`src/rtl/mwd_pkg.sv`:
```
package mwd_pkg;
    // default datapath sizing
    localparam int SMP_W   = 14;
    localparam int COEF_W  = 18;
    localparam int FRAC_W  = 16;
    localparam int MAX_WIN = 64;
    localparam int MAX_AVG = 32;

    // sideband that travels with each sample through the pipeline
    typedef struct packed {
        logic vld;
        logic primed;
    } tag_t;

    // averaging length from its log2 code
    function automatic int unsigned avg_len(input int unsigned lg);
        return 32'd1 << lg;
    endfunction
endpackage

```
`src/rtl/mwd_delay.sv`:
```
module mwd_delay #(
    parameter int W     = 14,
    parameter int DEPTH = 64,
    localparam int AW   = $clog2(DEPTH),
    localparam int LAGW = AW + 1
) (
    input  logic          clk,
    input  logic          rst,
    input  logic          wr_en,
    input  logic [W-1:0]  wr_data,
    input  logic [LAGW-1:0] lag,      // 1..DEPTH samples back
    output logic [W-1:0]  old_data
);
    logic [W-1:0]  mem [DEPTH];
    logic [AW-1:0] wptr;
    logic [AW-1:0] raddr;

    // lag == DEPTH wraps onto the slot about to be overwritten
    assign raddr    = wptr - lag[AW-1:0];
    assign old_data = mem[raddr];

    always_ff @(posedge clk) begin
        if (rst) begin
            wptr <= '0;
            for (int i = 0; i < DEPTH; i++) mem[i] <= '0;
        end else if (wr_en) begin
            mem[wptr] <= wr_data;
            wptr      <= wptr + 1'b1;
        end
    end
endmodule

```
`src/rtl/mwd_deconv.sv`:
```
module mwd_deconv
    import mwd_pkg::*;
#(
    parameter int XW    = SMP_W,
    parameter int CW    = COEF_W,
    parameter int FW    = FRAC_W,
    parameter int DEPTH = MAX_WIN,
    localparam int AW   = $clog2(DEPTH),
    localparam int LW   = AW + 1,
    localparam int ACCW = XW + AW,
    localparam int DW   = ACCW + CW + 2
) (
    input  logic                 clk,
    input  logic                 rst,
    input  tag_t                 in_tag,
    input  logic signed [XW-1:0] x,
    input  logic [LW-1:0]        win_len,
    input  logic [CW-1:0]        coef,
    output tag_t                 d_tag,
    output logic signed [DW-1:0] d_val
);
    logic signed [XW-1:0]   x_old;
    logic signed [XW:0]     diff;
    logic signed [ACCW-1:0] acc_q;
    logic signed [DW-1:0]   head_term;
    logic signed [DW-1:0]   sum_term;
    logic signed [DW-1:0]   d_val_q;
    tag_t                   tag_q;

    mwd_delay #(.W(XW), .DEPTH(DEPTH)) u_xline (
        .clk(clk), .rst(rst), .wr_en(in_tag.vld),
        .wr_data(x), .lag(win_len), .old_data(x_old)
    );

    assign diff      = XW'(x) - XW'(x_old) + (XW+1)'(0);
    assign head_term = DW'(diff) <<< FW;
    assign sum_term  = DW'($signed({1'b0, coef})) * DW'(acc_q);

    always_ff @(posedge clk) begin
        if (rst) begin
            acc_q   <= '0;
            d_val_q <= '0;
            tag_q   <= '0;
        end else begin
            tag_q <= in_tag;
            if (in_tag.vld) begin
                acc_q   <= acc_q + ACCW'(diff);
                d_val_q <= head_term + sum_term;
            end
        end
    end

    assign d_tag = tag_q;
    assign d_val = d_val_q;

    // an idle input cycle leaves the window sum and result untouched
    a_r5_idle_hold: assert property (@(posedge clk) disable iff (rst)
        !in_tag.vld |=> $stable(acc_q) && $stable(d_val_q));
endmodule

```
`src/rtl/mwd_boxcar.sv`:
```
module mwd_boxcar
    import mwd_pkg::*;
#(
    parameter int DW    = 40,
    parameter int FW    = FRAC_W,
    parameter int DEPTH = MAX_AVG,
    parameter int OW    = 24,
    localparam int AW   = $clog2(DEPTH),
    localparam int SW   = DW + AW,
    localparam int SHW  = $clog2(AW + 1)
) (
    input  logic                 clk,
    input  logic                 rst,
    input  tag_t                 d_tag,
    input  logic signed [DW-1:0] d_val,
    input  logic [SHW-1:0]       avg_log2,
    output tag_t                 y_tag,
    output logic signed [OW-1:0] y_val
);
    logic [AW:0]            lag;
    logic signed [DW-1:0]   d_old;
    logic signed [SW-1:0]   sum_q;
    logic signed [SW-1:0]   sum_next;
    logic signed [SW-1:0]   scaled;
    logic signed [OW-1:0]   y_q;
    tag_t                   tag_q;

    assign lag = (AW+1)'(avg_len(32'(avg_log2)));

    mwd_delay #(.W(DW), .DEPTH(DEPTH)) u_dline (
        .clk(clk), .rst(rst), .wr_en(d_tag.vld),
        .wr_data(d_val), .lag(lag), .old_data(d_old)
    );

    assign sum_next = sum_q + SW'(d_val) - SW'(d_old);
    assign scaled   = sum_next >>> (FW + int'(avg_log2));

    always_ff @(posedge clk) begin
        if (rst) begin
            sum_q <= '0;
            y_q   <= '0;
            tag_q <= '0;
        end else begin
            tag_q <= d_tag;
            if (d_tag.vld) begin
                sum_q <= sum_next;
                y_q   <= OW'(scaled);
            end
        end
    end

    assign y_tag = tag_q;
    assign y_val = y_q;

    // no new stage-one result means the average and output hold
    a_r5_box_hold: assert property (@(posedge clk) disable iff (rst)
        !d_tag.vld |=> $stable(sum_q) && $stable(y_q));
endmodule

```
`src/rtl/mwd_trap_shaper.sv`:
```
module mwd_trap_shaper
    import mwd_pkg::*;
#(
    parameter int SMP_BITS  = SMP_W,
    parameter int COEF_BITS = COEF_W,
    parameter int FRAC_BITS = FRAC_W,
    parameter int WIN_MAX   = MAX_WIN,
    parameter int AVG_MAX   = MAX_AVG,
    localparam int WLW  = $clog2(WIN_MAX) + 1,
    localparam int ASW  = $clog2($clog2(AVG_MAX) + 1),
    localparam int DECB = SMP_BITS + $clog2(WIN_MAX) + COEF_BITS + 2,
    localparam int OUTB = DECB - FRAC_BITS,
    localparam int CNTW = WLW + 1
) (
    input  logic                       clk,
    input  logic                       rst,
    input  logic                       smp_vld,
    input  logic signed [SMP_BITS-1:0] smp_data,
    input  logic [WLW-1:0]             win_len,
    input  logic [ASW-1:0]             avg_log2,
    input  logic [COEF_BITS-1:0]       inv_tau,
    output logic                       shp_vld,
    output logic signed [OUTB-1:0]     shp_data
);
    logic [CNTW-1:0]        cnt_q;
    logic [CNTW-1:0]        lk_total;
    tag_t                   in_tag, d_tag, y_tag;
    logic signed [DECB-1:0] d_val;

    // samples needed before both delay lines hold real history
    assign lk_total = CNTW'(win_len) + CNTW'(avg_len(32'(avg_log2)));

    always_ff @(posedge clk) begin
        if (rst)
            cnt_q <= '0;
        else if (smp_vld && cnt_q < lk_total)
            cnt_q <= cnt_q + 1'b1;
    end

    assign in_tag.vld    = smp_vld;
    assign in_tag.primed = (cnt_q + CNTW'(1)) >= lk_total;

    mwd_deconv #(
        .XW(SMP_BITS), .CW(COEF_BITS), .FW(FRAC_BITS), .DEPTH(WIN_MAX)
    ) u_deconv (
        .clk(clk), .rst(rst), .in_tag(in_tag), .x(smp_data),
        .win_len(win_len), .coef(inv_tau), .d_tag(d_tag), .d_val(d_val)
    );

    mwd_boxcar #(
        .DW(DECB), .FW(FRAC_BITS), .DEPTH(AVG_MAX), .OW(OUTB)
    ) u_boxcar (
        .clk(clk), .rst(rst), .d_tag(d_tag), .d_val(d_val),
        .avg_log2(avg_log2), .y_tag(y_tag), .y_val(shp_data)
    );

    assign shp_vld = y_tag.vld & y_tag.primed;

    // a result pulse always traces back to a sample two edges earlier
    a_r6_latency: assert property (@(posedge clk) disable iff (rst)
        shp_vld |-> $past(smp_vld, 2));

    // no result before the priming count has been reached
    a_r7_priming: assert property (@(posedge clk) disable iff (rst)
        shp_vld |-> cnt_q == lk_total);

    // a result lasts one cycle unless a new sample followed directly
    a_r6_single_pulse: assert property (@(posedge clk) disable iff (rst)
        shp_vld && !$past(smp_vld) |=> !shp_vld);
endmodule

```
`config.mk`:
```
export PLATFORM = sky130hd
export DESIGN_NAME = mwd_trap_shaper
export DESIGN_NICKNAME = d
export VERILOG_FILES = /design/src/rtl/mwd_pkg.sv /design/src/rtl/mwd_delay.sv /design/src/rtl/mwd_deconv.sv /design/src/rtl/mwd_boxcar.sv /design/src/rtl/mwd_trap_shaper.sv
export SDC_FILE = /design/constraint.sdc
export NUM_CORES = 2
export LEC_CHECK = 0
export ABC_CLOCK_PERIOD_IN_PS = 7900
export BUFFER_PORTS_ARGS = -buffer_cell sky130_fd_sc_hd__buf_2
export CELL_PAD_IN_SITES_DETAIL_PLACEMENT = 1
export CELL_PAD_IN_SITES_GLOBAL_PLACEMENT = 1
export CORE_MARGIN = 2
export CORE_UTILIZATION = 40
export CTS_CLUSTER_DIAMETER = 150
export DETAILED_ROUTE_END_ITERATION = 12
export PLACE_DENSITY = 0.68
export SKIP_CTS_REPAIR_TIMING = 1
export SYNTH_ARGS = -nofsm -noshare
export SYNTH_HDL_FRONTEND = slang
export SYNTH_HIERARCHICAL = 1
export SYNTH_SLANG_ARGS = --single-unit
```
`constraint.sdc`:
```
create_clock -name clk -period 7.9 [get_ports clk]
set_input_delay 0.395 -clock clk [delete_from_list [all_inputs] [get_ports clk]]
set_output_delay 0.395 -clock clk [all_outputs]
set_load 0.01 [all_outputs]
```
Yosys cells after proc, flatten, opt, wreduce, memory -nomap -nowiden
Memories as Yosys holds them, arrays and structs flattened.
Cells that the tools add are included.
{"block": "totals", "latch_bits": 0, "ramBits": 2176, "regBits": 152, "inputBits": 45, "n_memories": 2, "elab_cells": 48, "mem_bits_ro": 0}
{"name": "u_boxcar.u_dline.mem", "words": 32, "width": 40, "read_ports": 1, "rd_clocked_by_memory_dff": 0, "wr": 32, "line_no": "mwd_delay.sv:14", "rtl": "logic [W-1:0] mem [DEPTH];"}
{"name": "u_deconv.u_xline.mem", "words": 64, "width": 14, "read_ports": 1, "rd_clocked_by_memory_dff": 0, "wr": 64, "line_no": "mwd_delay.sv:14"}
{"block": "classes", "n_eq_ne": 0, "mux": 14, "shifts": 2, "magnitude_cmp": 2, "bitwise": 1, "n_reduce_logical": 3, "n_addsub": 12, "div": 0, "mul": 1}
{"cell": "$add 45x40->45", "n": 1}
{"cell": "$sshr 45x32->24", "n": 1}
{"cell": "$sub 45x40->45", "n": 1}
{"cell": "$add 31x39->40", "n": 1}
{"cell": "$mux 40", "n": 1}
{"cell": "$reduce_or 40->1", "n": 1}
{"cell": "$mul 19x20->39", "n": 1}
{"cell": "$add 20x15->20", "n": 1}
{"cell": "$sub 14x14->15", "n": 1}
{"cell": "$mux 14", "n": 1}
{"cell": "$reduce_or 14->1", "n": 1}
{"cell": "$mux 1", "n": 10}
{"cell": "$add 7x8->8", "n": 1}
{"cell": "$add 8x1->8 const B", "n": 1}
{"cell": "$ge 8x8->1", "n": 1}
{"cell": "$lt 8x8->1", "n": 1}
{"cell": "$shl 1x3->8 const A", "n": 1}
{"cell": "$add 5x3->6 const A", "n": 1}
{"cell": "$add 6x1->6 const B", "n": 1}
{"cell": "$mux 6", "n": 1}
{"cell": "$sub 6x6->6", "n": 1}
{"cell": "$add 5x1->5 const B", "n": 1}
{"cell": "$mux 5", "n": 1}
{"cell": "$sub 5x5->5", "n": 1}
{"cell": "other kinds (2)", "n": 2}

Longest topological paths before layout
{"block": "depth", "ltp_word": 5, "ltp_mapped": 34, "ltp_nobuf": 31}

By module
Netlist, hierarchy kept.
{"module": "mwd_delay at u_boxcar.u_dline", "area_per_inst_um2": 61480.2, "instances": 1, "cells_per_inst": 4791}
{"module": "mwd_delay at u_deconv.u_xline", "area_per_inst_um2": 42052.8, "instances": 1, "cells_per_inst": 2682}
{"module": "mwd_deconv", "area_per_inst_um2": 18059.8, "instances": 1, "cells_per_inst": 1994}
{"module": "mwd_boxcar", "area_per_inst_um2": 7990.2, "instances": 1, "cells_per_inst": 1006}
{"module": "mwd_trap_shaper", "area_per_inst_um2": 1400.1, "instances": 1, "cells_per_inst": 176}

Worst setup path before layout
No wires, ideal clock.
{"block": "synth_path", "kind": "register to register", "startpoint": "register u_deconv.u_xline.wptr[0]", "endpoint": "register u_deconv.d_val_q[37] (netlist: u_deconv/d_val[37])", "setup_ps": 83, "arrival_ps": 6787, "n_path_buf": 4, "path_slack_ps": 1031, "period_less_slack_ps": 6869, "stages_incl_launch_ff": 33, "path_cell_list": "dfxtp_1 > buf_2 > inv_1 > ha_1 > fa_1 > buf_2 > clkbuf_1 > buf_2 > mux4_2 > mux2i_1 > mux2i_1 > mux2i_1 > mux2i_1 > inv_1 > ha_1 > nor2b_1 > o21ai_0 > a21boi_0 > o21ai_0 > a21oi_1 > a311oi_1 > nor2_1 > o311ai_0 > fa_1 > ha_1 > a21o_1 > a21o_1 > a31o_2 > a21oi_1 > nor2_1 > or3_1 > a2111o_1 > o221ai_1"}
{"block": "synth_via", "elab_chain_cells": 4}
{"element": "from (decl)", "line_no": "mwd_delay.sv:15", "rtl": "logic [AW-1:0] wptr;"}
{"element": "from (signal assigned)", "line_no": "mwd_delay.sv:28", "rtl": "wptr <= wptr + 1'b1;"}
{"element": "$sub 6x6->6", "line_no": "mwd_delay.sv:19", "rtl": "assign raddr = wptr - lag[AW-1:0];"}
{"element": "$mem_v2 64x14"}
{"element": "via u_deconv.x_old[1]", "line_no": "mwd_deconv.sv:22", "rtl": "logic signed [XW-1:0] x_old;"}
{"element": "$sub 14x14->15", "line_no": "mwd_deconv.sv:35", "rtl": "assign diff = XW'(x) - XW'(x_old) + (XW+1)'(0);"}
{"element": "$add 31x39->40", "line_no": "mwd_deconv.sv:48", "rtl": "d_val_q <= head_term + sum_term;"}
{"element": "to (signal assigned)", "line_no": "mwd_deconv.sv:48"}
{"element": "to (decl)", "line_no": "mwd_deconv.sv:27", "rtl": "logic signed [DW-1:0] d_val_q;"}
The timed path passes the listed nets, and every way through them passes these cells.
A chain may end at the register's enable or synchronous reset.

Final worst setup path
{"block": "layout_path", "startpoint": "register u_boxcar.u_dline.wptr[0]", "endpoint": "register u_boxcar.y_q[18] (netlist: u_boxcar/y_val[18])"}
{"block": "layout_via", "elab_chain_cells": 4}
{"element": "from (decl)", "line_no": "mwd_delay.sv:15"}
{"element": "from (signal assigned)", "line_no": "mwd_delay.sv:28"}
{"element": "$sub 5x5->5", "line_no": "mwd_delay.sv:19"}
{"element": "$mem_v2 32x40"}
{"element": "via u_boxcar.d_old[3]", "line_no": "mwd_boxcar.sv:21", "rtl": "logic signed [DW-1:0] d_old;"}
{"element": "$sub 45x40->45", "line_no": "mwd_boxcar.sv:35", "rtl": "assign sum_next = sum_q + SW'(d_val) - SW'(d_old);"}
{"element": "$sshr 45x32->24", "line_no": "mwd_boxcar.sv:36", "rtl": "assign scaled = sum_next >>> (FW + int'(avg_log2));"}
{"element": "to (signal assigned)", "line_no": "mwd_boxcar.sv:47", "rtl": "y_q <= OW'(scaled);"}
{"element": "to (decl)", "line_no": "mwd_boxcar.sv:25", "rtl": "logic signed [OW-1:0] y_q;"}
The timed path passes the listed nets, and every way through them passes these cells.

==> Implementation_results.wiki <==
{| class="wikitable"
! Metric !! Value
|-
| Run status || completed
|-
| GPL Wtd Cong || 0.908
|-
| DRC errors left || 0
|-
| Number of max-capacitance violations reported || 0
|-
| Largest net degree at the start of global routing || around 110
|-
| Fraction of met2 tracks used by global routing || 0.433
|-
| Worst-skew pair later-pin latency || 920 ps
|-
| First-pass GRT wire length || about 620000 um
|-
| Sequential cell area || 0.0684 sq mm
|-
| Clock Skew || ~60 ps
|-
| Cell area after technology mapping || 0.131 sq mm
|-
| Biggest cell delay along the critical path || 840 ps
|-
| Clock tree from TritonCTS || yes
|-
| Global routing met1 resource utilization || 0.321
|-
| Via count of the first global-routing pass || 92930
|-
| Max frequency || 130 MHz
|-
| Final TNS setup || 0 ps
|-
| Starting utilization of the core area || 0.401
|-
| Final nets || 11446
|-
| Die Height || 576 um
|-
| Area of the die || 0.332 sq mm
|-
| Post-layout minimum cycle time || 7700 ps
|-
| Crit-path most repeated cell || sky130_fd_sc_hd__mux2i_1
|-
| Worst slew pin tran || 1290 ps
|-
| Mapped Avg Cell Area || 12.3 sq um
|-
| Clock transition at the register clock pins on the worst setup and hold paths after CTS || 60 ps
|-
| Total wirelength of the detailed-routed design || 419000 um
|-
| Crit-path cells || inv_1 -> ha_4 -> fa_4 -> buf_12 -> buf_12 -> buf_4 -> nor2b_1 -> a2111oi_0 -> nor4_1 -> mux2i_1 -> mux2i_1 -> fa_1 -> inv_1 -> ha_1 -> nand4b_1 -> a211oi_1 -> o21ai_1 -> buf_4 -> a21oi_2 -> a21oi_1 -> xnor2_1 -> mux2i_1 -> mux4_2 -> a211oi_2
|-
| Crit. End Element || flip-flop
|-
| Initial DRC count || 6710
|-
| Share of layout cells above drive strength 1 || 0.146
|-
| DR vias/cell || ~5.7
|-
| HP Class || input pin to flip-flop
|-
| Worst Setup Start Kind || flip-flop
|-
| Row count || 210
|-
| TritonCTS buffer count || roughly 250
|-
| Area after detailed placement || around 0.14 sq mm
|-
| Total global routing track utilization || 0.249
|-
| Post-detail-place hpwl || 270000 um
|-
| Final Hold Slack || 56.2 ps
|-
| Power density over the cells || 480 mW/mm^2
|-
| Chip width || between 500 and 600 um
|-
| Number of detailed-route iterations in the first pass || 6
|-
| Post-route total power || 70.6 mW
|-
| Worst slew margin || 0.138
|-
| Cell count after synthesis || 10648
|-
| Maximum net fanout on the critical path || 29
|-
| Maximum level of the CTS H-tree || 4
|-
| Global-route congestion overflow total || 0
|-
| Met3 Use GR || 0.0277
|-
| Number of hold violations in the final report || 0
|-
| Cell family with the largest share of critical-path delay || compound AO/OA/AOI/OAI gates
|-
| Type of the worst setup path || flip-flop to flip-flop
|-
| Fill cell count || 33674
|-
| Average wire per cell in the routed design || ~27 um
|-
| Final Max Slew Viols || 0
|-
| Worst endpoint data arrival time || 8530 ps
|-
| Synth-to-Final Area Change || 12.2%
|-
| Leak pwr || 56.3 nW
|-
| Worst-case clock buffer depth || 4
|-
| Ys Warns || 6
|-
| Number of buffers and inverters on the critical path || 6
|-
| Core region area || 0.327 sq mm
|-
| Worst path required time || between 8000 and 9000 ps
|-
| Number of nets still failing antenna checks after routing || 0
|-
| Multi-input logic area || 0.0565 sq mm
|-
| Final critical-path share of the clock period || 0.975
|-
| Port-buffer cells || 69
|-
| Number of standard cells in the final layout excluding fillers || 15295
|-
| Setup-failing EPs final || 0
|-
| Peak-usage layer in the global routing report || met2
|-
| Cell chosen for the clock root || sky130_fd_sc_hd__clkbuf_16
|-
| Number of antenna violations at the first check in global routing || 24
|-
| VDD IR max || 1650 uV
|-
| Clk sink count || 2328
|-
| Vias || 86820
|-
| Slowest library cell on the worst path || sky130_fd_sc_hd__fa_4
|-
| I/O pin total || 70
|-
| Final instance area || 0.147 sq mm
|-
| Dpl cells || 14818
|-
| Syn Nets || between 10000 and 15000
|}
==> flip-flops by register name, indices dropped and copies added, names as in the netlist <==
name	flops
cnt_q	8
u_deconv/acc_q	20
u_deconv/d_tag	2
u_boxcar/sum_q	45
u_deconv/u_xline/wptr	6
u_deconv/d_val	40
u_boxcar/u_dline/mem	1280
u_deconv/u_xline/mem	896
u_boxcar/y_val	24
u_boxcar/y_tag	2
u_boxcar/u_dline/wptr	5
==> final timing paths <==
path | start | end | slack, ps | depth (start not counted)
setup / recovery | u_boxcar/u_dline/wptr[0] | u_boxcar/y_val[18] | 200 | 24
hold / removal | inv_tau[0] | u_deconv/d_val[0] | 60 | 3
setup reg to reg | u_boxcar/u_dline/wptr[0] | u_boxcar/y_val[18] | 200 | 24
hold reg to reg | u_deconv/d_tag[0] | u_boxcar/y_tag[0] | 460 | 1
==> where the power goes <==
group,internal [mW],switching [mW]
registers,14.2,0.566
clock network,6.45,5.04
logic,18.6,25.7
==> worst register-to-register path, cell delays in order (launching register included) <==
cell and delay, ps:
sky130_fd_sc_hd__dfxtp_1 440, sky130_fd_sc_hd__inv_1 170, sky130_fd_sc_hd__ha_4 200, sky130_fd_sc_hd__fa_4 840, sky130_fd_sc_hd__buf_12 160, sky130_fd_sc_hd__buf_12 230, sky130_fd_sc_hd__buf_4 350, sky130_fd_sc_hd__nor2b_1 90
sky130_fd_sc_hd__a2111oi_0 640, sky130_fd_sc_hd__nor4_1 200, sky130_fd_sc_hd__mux2i_1 380, sky130_fd_sc_hd__mux2i_1 180, sky130_fd_sc_hd__fa_1 530, sky130_fd_sc_hd__inv_1 50, sky130_fd_sc_hd__ha_1 360, sky130_fd_sc_hd__nand4b_1 210
sky130_fd_sc_hd__a211oi_1 420, sky130_fd_sc_hd__o21ai_1 140, sky130_fd_sc_hd__buf_4 170, sky130_fd_sc_hd__a21oi_2 420, sky130_fd_sc_hd__a21oi_1 160, sky130_fd_sc_hd__xnor2_1 400, sky130_fd_sc_hd__mux2i_1 180, sky130_fd_sc_hd__mux4_2 490
sky130_fd_sc_hd__a211oi_2 210
==> cells in the final DEF, fill, tap and decap left out, drive strengths merged, types with 16 or more instances in the layout <==
cell,count
nand4,25
a21o,48
o211ai,19
bufinv,16
o21a,22
xor2,40
o21bai,19
nand3,68
and2b,21
mux2i,422
o21ai,73
inv,663
clkinv,103
nor3,39
and2,2375
and3,17
buf,765
a211oi,31
nor2,299
nor4,160
nand2b,36
ha,228
nor2b,621
a21oi,142
mux4,234
nand2,297
fa,441
or3,21
edfxtp,2176
dfxtp,152
xnor2,73
or2,103
a2111oi,635
clkbuf,319
==> cell type report <==
class / instances / area share
Antenna cell: 13 / 0.000221
Clock buffer: 318 / 0.0454
Tap cell: 4346 / 0.0370
Sequential cell: 2328 / 0.465
Clock inverter: 137 / 0.00780
Inverter: 659 / 0.0169
Timing Repair Buffer: 770 / 0.0428
Multi-Input combinational cell: 6724 / 0.385
==> layer usage <==
| metal | routed length, um | vias up |
|---|---|---|
| li1 | - | 37828 |
| met1 | 173000 | 45859 |
| met2 | 209000 | 2468 |
| met3 | 21600 | 655 |
| met4 | 15800 | 10 |
| met5 | 69 | - |
==> metrics by stage <==
step                       util  setup slack, ps
after floorplan               -             1030
after global placement    0.425             -251
after detailed placement  0.425             -363
after CTS                 0.449             -221
after global routing      0.450            -5.92
final                     0.450              200
No activity file was read; power rests on OpenSTA's default activity.
